## config.mk

```make
export PLATFORM = sky130hd
export DESIGN_NAME = scan_out_gen
export DESIGN_NICKNAME = d
export VERILOG_FILES = /design/src/rtl/scan_pkg.sv /design/src/rtl/scan_ctrl.sv /design/src/rtl/scan_dp.sv /design/src/rtl/scan_out_gen.sv
export SDC_FILE = /design/constraint.sdc
export NUM_CORES = 1
export LEC_CHECK = 0
export ABC_AREA = 0
export BUFFER_PORTS_ARGS = -buffer_cell sky130_fd_sc_hd__buf_2
export CAP_MARGIN = 20
export CORE_MARGIN = 2
export CORE_UTILIZATION = 40
export DETAILED_ROUTE_END_ITERATION = 7
export PLACE_DENSITY_LB_ADDON = 0.1
export SLEW_MARGIN = 25
export SYNTH_ARGS = -nofsm -noshare
export SYNTH_HDL_FRONTEND = slang
export SYNTH_HIERARCHICAL = 1
export SYNTH_SLANG_ARGS = --single-unit
export TNS_END_PERCENT = 100
```

## constraint.sdc

```tcl
create_clock -name clk -period 4.5 [get_ports clk]
set_clock_uncertainty 0.05 [all_clocks]
set_input_delay 0 -clock clk [delete_from_list [all_inputs] [get_ports clk]]
set_output_delay 0 -clock clk [all_outputs]
set_load 0.01 [all_outputs]
```

## src/rtl/scan_pkg.sv

```systemverilog
package scan_pkg;
  // Strobes from the scan control to the datapath
  typedef struct packed {
    logic load;     // frame accepted: capture start line and colour flags
    logic issue;    // fetch one byte this cycle
    logic lastCol;  // this fetch is the last pixel of an output row
    logic lastRow;  // this fetch belongs to the last output row
  } scanStrobe_t;
endpackage

```

## src/rtl/scan_ctrl.sv

```systemverilog
module scan_ctrl
  import scan_pkg::*;
#(
  parameter int COLS = 96,
  parameter int ROWS = 16,
  parameter int MAG  = 4
) (
  input  logic                      clk,
  input  logic                      rstN,
  input  logic                      redrawSet,
  input  logic                      frameStart,
  output scanStrobe_t               stb,
  output logic [$clog2(COLS)-1:0]   colIdx,
  output logic [$clog2(ROWS)-1:0]   rowIdx,
  output logic                      busy,
  output logic                      redrawPending
);
  localparam int CW = $clog2(COLS);
  localparam int RW = $clog2(ROWS);

  logic          runQ;
  logic          redrawQ;
  logic [CW-1:0] colQ;
  logic [RW-1:0] rowQ;
  logic          magXLast;
  logic          magYLast;
  logic          colAtEnd;
  logic          rowAtEnd;
  logic          lineLast;
  logic          frameLast;
  logic          accept;

  assign colAtEnd  = (colQ == CW'(COLS - 1));
  assign rowAtEnd  = (rowQ == RW'(ROWS - 1));
  assign lineLast  = colAtEnd && magXLast;
  assign frameLast = lineLast && rowAtEnd && magYLast;
  assign accept    = frameStart && !runQ && redrawQ;

  // Replication counters exist only when magnification is above one
  generate
    if (MAG > 1) begin : g_rep
      localparam int MW = $clog2(MAG);
      logic [MW-1:0] magXQ;
      logic [MW-1:0] magYQ;
      assign magXLast = (magXQ == MW'(MAG - 1));
      assign magYLast = (magYQ == MW'(MAG - 1));
      always_ff @(posedge clk or negedge rstN) begin
        if (!rstN) begin
          magXQ <= '0;
          magYQ <= '0;
        end else if (accept) begin
          magXQ <= '0;
          magYQ <= '0;
        end else if (runQ) begin
          magXQ <= magXLast ? '0 : magXQ + 1'b1;
          if (lineLast) magYQ <= magYLast ? '0 : magYQ + 1'b1;
        end
      end
    end else begin : g_norep
      assign magXLast = 1'b1;
      assign magYLast = 1'b1;
    end
  endgenerate

  always_ff @(posedge clk or negedge rstN) begin
    if (!rstN) begin
      runQ <= 1'b0;
      colQ <= '0;
      rowQ <= '0;
    end else if (accept) begin
      runQ <= 1'b1;
      colQ <= '0;
      rowQ <= '0;
    end else if (runQ) begin
      if (magXLast) colQ <= colAtEnd ? '0 : colQ + 1'b1;
      if (lineLast && magYLast) rowQ <= rowAtEnd ? '0 : rowQ + 1'b1;
      if (frameLast) runQ <= 1'b0;
    end
  end

  always_ff @(posedge clk or negedge rstN) begin
    if (!rstN)                      redrawQ <= 1'b0;
    else if (redrawSet)             redrawQ <= 1'b1;
    else if (runQ && frameLast)     redrawQ <= 1'b0;
  end

  assign stb.load    = accept;
  assign stb.issue   = runQ;
  assign stb.lastCol = lineLast;
  assign stb.lastRow = rowAtEnd && magYLast;
  assign colIdx        = colQ;
  assign rowIdx        = rowQ;
  assign busy          = runQ;
  assign redrawPending = redrawQ;


  start_needs_redraw_chk: assert property (@(posedge clk) disable iff (!rstN)
    $rose(runQ) |-> $past(redrawQ));

  frame_origin_chk: assert property (@(posedge clk) disable iff (!rstN)
    $rose(runQ) |-> (colQ == '0 && rowQ == '0));

  no_early_stop_chk: assert property (@(posedge clk) disable iff (!rstN)
    (runQ && !frameLast) |=> runQ);

  redraw_clear_chk: assert property (@(posedge clk) disable iff (!rstN)
    (runQ && frameLast && !redrawSet) |=> !redrawQ);
endmodule

```

## src/rtl/scan_dp.sv

```systemverilog
module scan_dp
  import scan_pkg::*;
#(
  parameter int COLS      = 96,
  parameter int ROWS      = 16,
  parameter int STRIDE    = 132,
  parameter int WIN_OFF   = 36,
  parameter int PAGE_ROWS = 8,
  parameter int PAGES     = 8
) (
  input  logic                                   clk,
  input  logic                                   rstN,
  input  scanStrobe_t                            stb,
  input  logic [$clog2(COLS)-1:0]                colIdx,
  input  logic [$clog2(ROWS)-1:0]                rowIdx,
  input  logic [$clog2(PAGE_ROWS*PAGES)-1:0]     startLine,
  input  logic                                   invertEn,
  input  logic                                   allOnEn,
  output logic [$clog2(STRIDE*PAGES)-1:0]        memAddr,
  output logic                                   memRd,
  input  logic [PAGE_ROWS-1:0]                   memData,
  output logic                                   pixOut,
  output logic                                   pixValid,
  output logic                                   lineEnd,
  output logic                                   frameEnd
);
  localparam int LINES = PAGE_ROWS * PAGES;
  localparam int LW    = $clog2(LINES);
  localparam int BW    = $clog2(PAGE_ROWS);
  localparam int PW    = LW - BW;
  localparam int AW    = $clog2(STRIDE * PAGES);

  logic [LW-1:0] startQ;
  logic          invQ;
  logic          allOnQ;
  logic [LW-1:0] lineNum;
  logic [PW-1:0] pageNum;
  logic [BW-1:0] bitNum;
  logic          vldQ;
  logic [BW-1:0] bitQ;
  logic          eolQ;
  logic          eofQ;

  always_ff @(posedge clk or negedge rstN) begin
    if (!rstN) begin
      startQ <= '0;
      invQ   <= 1'b0;
      allOnQ <= 1'b0;
    end else if (stb.load) begin
      startQ <= startLine;
      invQ   <= invertEn;
      allOnQ <= allOnEn;
    end
  end

  // Line rotation wraps naturally in LW bits
  assign lineNum = LW'(rowIdx) + startQ;
  assign pageNum = lineNum[LW-1:BW];
  assign bitNum  = lineNum[BW-1:0];
  assign memAddr = AW'(int'(pageNum) * STRIDE + WIN_OFF + int'(colIdx));
  assign memRd   = stb.issue;

  always_ff @(posedge clk or negedge rstN) begin
    if (!rstN) begin
      vldQ <= 1'b0;
      bitQ <= '0;
      eolQ <= 1'b0;
      eofQ <= 1'b0;
    end else begin
      vldQ <= stb.issue;
      bitQ <= bitNum;
      eolQ <= stb.issue && stb.lastCol;
      eofQ <= stb.issue && stb.lastCol && stb.lastRow;
    end
  end

  assign pixOut   = vldQ && (allOnQ || (memData[bitQ] ^ invQ));
  assign pixValid = vldQ;
  assign lineEnd  = eolQ;
  assign frameEnd = eofQ;


  addr_window_chk: assert property (@(posedge clk) disable iff (!rstN)
    memRd |-> (int'(memAddr) >= WIN_OFF && int'(memAddr) < STRIDE * PAGES));

  valid_follows_read_chk: assert property (@(posedge clk) disable iff (!rstN)
    pixValid |-> $past(memRd));

  eof_on_eol_chk: assert property (@(posedge clk) disable iff (!rstN)
    frameEnd |-> (lineEnd && pixValid));

  flags_held_chk: assert property (@(posedge clk) disable iff (!rstN)
    (memRd && !stb.load) |=> ($stable(startQ) && $stable(invQ) && $stable(allOnQ)));
endmodule

```

## src/rtl/scan_out_gen.sv

```systemverilog
module scan_out_gen
  import scan_pkg::*;
#(
  parameter int COLS      = 96,
  parameter int ROWS      = 16,
  parameter int MAG       = 4,
  parameter int STRIDE    = 132,
  parameter int WIN_OFF   = 36,
  parameter int PAGE_ROWS = 8,
  parameter int PAGES     = 8
) (
  input  logic                                clk,
  input  logic                                rstN,
  input  logic                                redrawSet,
  input  logic                                frameStart,
  input  logic [$clog2(PAGE_ROWS*PAGES)-1:0]  startLine,
  input  logic                                invertEn,
  input  logic                                allOnEn,
  output logic [$clog2(STRIDE*PAGES)-1:0]     memAddr,
  output logic                                memRd,
  input  logic [PAGE_ROWS-1:0]                memData,
  output logic                                pixOut,
  output logic                                pixValid,
  output logic                                lineEnd,
  output logic                                frameEnd,
  output logic                                busy,
  output logic                                redrawPending
);
  scanStrobe_t               stb;
  logic [$clog2(COLS)-1:0]   colIdx;
  logic [$clog2(ROWS)-1:0]   rowIdx;

  scan_ctrl #(.COLS(COLS), .ROWS(ROWS), .MAG(MAG)) u_ctrl (
    .clk(clk), .rstN(rstN), .redrawSet(redrawSet), .frameStart(frameStart),
    .stb(stb), .colIdx(colIdx), .rowIdx(rowIdx),
    .busy(busy), .redrawPending(redrawPending)
  );

  scan_dp #(.COLS(COLS), .ROWS(ROWS), .STRIDE(STRIDE), .WIN_OFF(WIN_OFF),
            .PAGE_ROWS(PAGE_ROWS), .PAGES(PAGES)) u_dp (
    .clk(clk), .rstN(rstN), .stb(stb), .colIdx(colIdx), .rowIdx(rowIdx),
    .startLine(startLine), .invertEn(invertEn), .allOnEn(allOnEn),
    .memAddr(memAddr), .memRd(memRd), .memData(memData),
    .pixOut(pixOut), .pixValid(pixValid), .lineEnd(lineEnd), .frameEnd(frameEnd)
  );
endmodule

```

==> impl_metrics.yaml, run 1 <==
drt:
  ant_nets: 0
  viasPerCell: 5.11
  drt_iter0_markers: 38
  vias: 1390
  post_drt_wl_per_cell_um: 13.0
  drc: 0
  first_pass_iters: 4
  drt_wl_total_mm: 3.55
yosys:
  synth_edf_count: 0
  syn-cell-area_um2: 1850
  ys_ff_latch: 31
  ys.flop_type: "dfrtp_1"
  ys_seq_area_frac: 0.419
  synth_nets: 210
  avgSynthCellArea_um2: 10.8
  synth_top_area_frac: 0.419
  synth_cells: 172
  synth-async-reset-ratio: 1.00
  synth_cell_types: 38
  yosys.area.top_type: "dfrtp_1"
  synthTopCellsByArea: "dfrtp_1 42%, ha_1 11%, mux2_2 4.3%, nand2_1 3.4%, mux4_1 2.8%"
  yosysWarnings: 6
worst_setup_path:
  end_kind: "output pin"
  critPathMaxFanout: 6
  cp.arrival_ns: 3.37
  crit_top_cell: "ha_1"
  critPathTopFamily: "adder cells"
  r2r_slack_ns: 2.53
  path_cells: "ha_1, fa_1, nand3_1, nand2_1, xnor2_1, ha_1, ha_1, a21o_1, a21oi_1, nor2b_1, o21ai_1, xnor2_1, buf_2"
  slowest_stage: "dfrtp_1"
  cpPeakStageDelay_ns: 0.44
  worstPathRequired_ns: 4.45
  worstPathBufferInverterCount: 1
  startpoint_type: "flip-flop"
  worstSetupPathType: "flip-flop to output pin"
global_routing:
  grt_max_degree: 32
  grt_pass1_wl_mm: 6.06
  grt_pass1_vias: 1363
  overflow: 0
  antenna_found_initial: 0
  grtUsageTotal: 0.149
finish:
  syn2layout_area_growth_pct: 21.9
  multi_input_area_um2: 990
  mostFrequentLayoutCells: "37 x buf_2, 31 x dfrtp_1, 17 x nand2_1"
  diodes: 0
  final_nets: 257
  final_core_util: 0.512
  layout_commonest_cell: "buf_2"
  regArea_um2: 776
  drive_gt1_frac: 0.264
  final_cells: 272
  nFillCells: 418
sta:
  fin_tns_setup_ns: 0
  period_needed_ns: 3.42
  slew_headroom: 0.541
  rsz0062_at_grt: "no"
  setup_slack_ns: 1.08
  post-route-period-util: 0.760
  timing.fmax_ghz: 0.292
  drv_slew: 0
  hold_viol: 0
  tightest_slew_ns: 0.688
  setup_violations: 0
placement:
  place_inst: 253
  hpwl_mm: 2.63
  pre_cts_slack_ns: 1.38
  routabilityCongestion: 0.741
  portBuffers: 37
clocking:
  cts_sinks: 31
  cts_buffers: 5
  clk_latency_ns: 0.27
  post_cts_buffers: 0
  root_buffer: "clkbuf_8"
  cts_resized: 0
  clk_pin_slew_ns: 0.06
  ctsHtreeMaxLevel: 2
  clockBufferDepth: 2
  cts_tree: "yes"
power:
  power_mw: 1.19
  leakagePower_nw: 1.12
  peakVddDrop_uv: 246
  powerDensity_nw_per_um2: 526
min_path:
  min_path_type: "input port to async pin"
floorplan:
  ioPinCount: 38
  rows: 24
  dieArea_um2: 5190
  core_um2: 4410
  initial_utilization: 0.420
  die_h_um: 72.1
  die_x_um: 72.1
job:
  drv_cap: 0
outcome:
  status: "finished clean"
[report_power, final]
group	internal, mW	leakage [nW]	switching [mW]
Combinational	0.256	0.695	0.285
Clock	0.139	0.0515	0.0970
Sequential	0.342	0.374	0.0698
[registers in the layout, summed over array words and instances, names as in the netlist]
signal	cells
u_dp/startQ	6
u_ctrl/rowIdx	4
u_dp/allOnQ	1
u_dp/bitQ	3
u_ctrl/g_rep.magYQ	2
u_ctrl/busy	1
u_dp/invQ	1
u_ctrl/g_rep.magXQ	2
u_dp/lineEnd	1
u_ctrl/colIdx	7
u_ctrl/redrawPending	1
u_dp/pixValid	1
u_dp/frameEnd	1
[layer usage]
layer  routed length, um  GRT usage
met3                 178     0.0458
met1                1520      0.180
met5                   0          0
met2                1800      0.254
met4                  49     0.0440
[final cells by class]
cell class / count / share of cell area
multi-input cells: 124 / 0.438
flip-flops and latches: 31 / 0.343
repair buffers: 48 / 0.131
clock buffers: 8 / 0.0443
well taps: 52 / 0.0288
inverters: 9 / 0.0150
[kinds of logic (layout without fill, tap and decap cells)]
| family | Yosys count | in the layout | share of synthesized area |
|---|---|---|---|
| DFF | 31 | 31 | 0.419 |
| muxes | 14 | 14 | 0.0979 |
| AOI/OAI and AO/OA | 28 | 28 | 0.0925 |
| and+or+nand+nor | 52 | 52 | 0.157 |
| buffers and inverters | 17 | 65 | 0.0473 |
| adders and majority gates | 18 | 18 | 0.130 |
| xor gates and xnor gates | 12 | 12 | 0.0567 |
[synthesized netlist by cell type (5+ instances only)]
cell / instances
mux2_2: 7
xor2_1: 6
ha_1: 16
nor2_1: 9
a21o_1: 5
nand2_1: 17
inv_1: 9
o21ai_0: 6
xnor2_1: 6
dfrtp_1: 31
a21oi_1: 10
buf_4: 6
mux2i_1: 5
nand3_1: 5
[worst paths after layout]
path	startpoint	endpoint	cells past startpoint
min in group clk	redrawSet	u_ctrl/redrawPending	3
max	u_ctrl/rowIdx[0]	memAddr[8]	13
max reg2reg	u_ctrl/busy	u_dp/invQ	3
min reg2reg	u_dp/startQ[0]	u_dp/bitQ[0]	1
max in group asynchronous	rstN	u_ctrl/redrawPending	2
min	rstN	u_dp/startQ[4]	2
[through the flow]
step	instance area, um^2	hold WS [ns]
final	2260	0.246
after global routing	2260	0.323
after CTS	2260	0.287
after detailed placement	2050	0.0425
after global placement	2050	0.0283
after floorplan	1850	-0.346
[worst reg2reg max path: cells and delay by family (launching register included)]
kind / cells / cell delay [ns]
buf+inv: 1 / 0.52
flops: 1 / 0.49
mux: 1 / 0.41
simple gates: 1 / 0.38
[what timing repair did]
action,CTS,global route
hold endpoints to repair,42,0
hold buffers,11,0
endpoints found under the setup margin,0,0
Power figures use the tool's default switching activity.
==> inputs of run 2 (changes only) <==
--- a/config.mk
+++ b/config.mk
@@ -5,7 +5,7 @@
 export SDC_FILE = /design/constraint.sdc
 export NUM_CORES = 1
 export LEC_CHECK = 0
-export ABC_AREA = 0
+export ABC_AREA = 1
 export BUFFER_PORTS_ARGS = -buffer_cell sky130_fd_sc_hd__buf_2
 export CAP_MARGIN = 20
 export CORE_MARGIN = 2
==> constraint.sdc (replaced) <==
create_clock -name clk -period 3.55 [get_ports clk]
set_clock_uncertainty 0.05 [all_clocks]
set_input_delay 0 -clock clk [delete_from_list [all_inputs] [get_ports clk]]
set_output_delay 0 -clock clk [all_outputs]
set_load 0.01 [all_outputs]
==> impl_metrics.yaml, run 2 <==
yosys:
  synth_top_area_frac: 0.384
  synthTopCellsByArea: "dfrtp_1 38%, ha_1 9.9%, nand2_1 9.9%, nand3_1 6.7%, inv_1 5.6%"
  synth_nets: 279
  ys_seq_area_frac: 0.384
  synth_cells: 241
  ys.flop_type: "dfrtp_1"
  synth_cell_types: 34
  avgSynthCellArea_um2: 8.37
  post-synth-top-count-cell: "nand2_1"
  synth_edf_count: 0
  yosysWarnings: 6
  syn-cell-area_um2: 2020
  synth-async-reset-ratio: 1.00
  yosys-top-cells-count: "53 x nand2_1, 31 x dfrtp_1, 30 x inv_1"
  yosys.area.top_type: "dfrtp_1"
  ys_ff_latch: 31
drt:
  top_layer_used: "met4"
  wl_met1_mm: 1.90
  vias: 1648
  drt_wl_total_mm: 3.83
  drt_iter0_markers: 68
  dr_wl_met3_um: 152
  first_pass_iters: 4
  viasPerCell: 4.66
  drc: 0
  dr_wl_met2_mm: 1.73
  ant_nets: 0
  post_drt_wl_per_cell_um: 10.8
worst_setup_path:
  end_kind: "output pin"
  reg2regPathDepth: 3
  cpPeakStageDelay_ns: 0.43
  cp.arrival_ns: 3.20
  critPathMaxFanout: 6
  crit_path_start: "u_ctrl/rowIdx[0]"
  crit_top_cell: "nand2_1"
  r2r_slack_ns: 1.89
  rr_startpoint: "u_ctrl/redrawPending"
  worstSetupPathType: "flip-flop to output pin"
  timing.rr.end: "u_dp/startQ[0]"
  slowest_stage: "dfrtp_1"
  worstPathRequired_ns: 3.50
  critPathTopFamily: "adder cells"
  startpoint_type: "flip-flop"
  worstPathBufferInverterCount: 1
  crit_path_end: "memAddr[9]"
  cp.depth: 15
  path_cells: "ha_1, fa_1, nand3_1, nand2_1, xor2_2, ha_1, ha_1, fa_1, nand3_1, nand2_1, nand3_1, nor2_1, nand2_1, nand2_1, buf_2"
power:
  peakVddDrop_uv: 303
  leakagePower_nw: 1.26
  power_mw: 1.13
  powerDensity_nw_per_um2: 469
clocking:
  cts_sinks: 31
  clockBufferDepth: 2
  clk_latency_ns: 0.27
  cts_resized: 0
  cts_buffers: 5
  clk_pin_slew_ns: 0.06
  cts_tree: "yes"
  ctsHtreeMaxLevel: 2
  root_buffer: "clkbuf_8"
global_routing:
  overflow: 0
  antenna_found_initial: 0
  grt_max_degree: 32
  grt_pass1_vias: 1540
  grt_pass1_wl_mm: 6.62
  grtUsageTotal: 0.157
floorplan:
  dieArea_um2: 5630
  ioPinCount: 38
  die_x_um: 75.0
  die_h_um: 75.0
  initial_utilization: 0.422
  rows: 25
  core_um2: 4790
min_path:
  min_path_type: "input port to flip-flop"
finish:
  diodes: 0
  regArea_um2: 776
  nFillCells: 482
  final_core_util: 0.504
  final_cell_area_um2: 2410
  layout_commonest_cell: "nand2_1"
  mostFrequentLayoutCells: "53 x nand2_1, 37 x buf_2, 31 x dfrtp_1"
  multi_input_area_um2: 1060
  syn2layout_area_growth_pct: 19.4
  final_nets: 326
  drive_gt1_frac: 0.230
  largest_reg_flops: 7
sta:
  timing.fmax_ghz: 0.308
  hold_viol: 0
  setup_violations: 0
  holdWs_ns: 0.0544
  post-route-period-util: 0.915
  fin_tns_setup_ns: 0
  period_needed_ns: 3.25
  rsz0062_at_grt: "no"
  tightest_slew_ns: 0.688
  slew_headroom: 0.541
  drv_slew: 0
placement:
  routabilityCongestion: 0.771
  portBuffers: 37
  placed_cell_area_um2: 2240
  hpwl_mm: 2.87
outcome:
  status: "finished clean"
job:
  drv_cap: 0
run 2: changes by cell type in the layout (fill, tap and decap cells not counted), moves of 4 or more:
| cell | change |
|---|---|
| nand2_1 | +36 |
| nand3_1 | +22 |
| inv_1 | +21 |
| nand4_1 | +6 |
| xnor2_1 | -6 |
| mux2i_1 | -5 |
| a21o_1 | -4 |
| and3_1 | -4 |
| inv_2 | +4 |
run 2: logic make-up after synthesis:
group / count (synthesis) / synth area share
fa+ha+maj: 18 / 0.119
compound gates: 22 / 0.0608
flops: 31 / 0.384
mux: 5 / 0.0279
xor+xnor: 7 / 0.0341
buf+inv: 41 / 0.0880
simple gates: 117 / 0.286
run 2: routing by layer:
layer	up-vias	track usage
met3	6	0.0361
met5	-	0
met1	736	0.206
met4	0	0.0655
li1	879	-
met2	27	0.249
run 2: how the worst min path moves through the flow:
stage,from,slack (ns),end,depth (start not counted)
after global routing,frameStart,0.08,u_ctrl/g_rep.magXQ[1],4
after detailed placement,rstN,0.05,u_dp/startQ[5],1
after floorplan,rstN,-0.35,u_ctrl/busy,0
after CTS,frameStart,0.05,u_ctrl/g_rep.magXQ[1],4
after global placement,rstN,0.05,u_dp/startQ[5],1
final,frameStart,0.05,u_ctrl/g_rep.magXQ[1],4
run 2: cell type report:
type	count	area share
well taps	67	0.0348
multi-input cells	169	0.442
flip-flops and latches	31	0.322
clock buffers	6	0.0301
inverters	34	0.0530
repair buffers	47	0.118
run 2: what timing repair did:
action                                  in CTS  in global routing
hold buffers                                10                  0
setup buffers                                0                  0
endpoints found under the setup margin       0                  0
endpoints found under the hold margin       40                  0
run 2: metrics by stage:
stage	std cells	setup slack, ns
after CTS	354	0.261
after floorplan	241	0.837
after global routing	354	0.0547
after global placement	338	0.625
after detailed placement	338	0.560
final	354	0.303
run 2: worst reg2reg max path, delay by kind of cell, from the launching register on:
kind,cells,cell delay (ns)
AND/OR/NAND/NOR,2,0.67
flip-flops,1,0.42
multiplexers,1,0.41
run 2: power by group:
group	internal, mW	total, mW	switching [mW]
logic	0.180	0.417	0.237
registers	0.410	0.465	0.0554
clock network	0.130	0.247	0.117
total	0.720	1.13	0.409
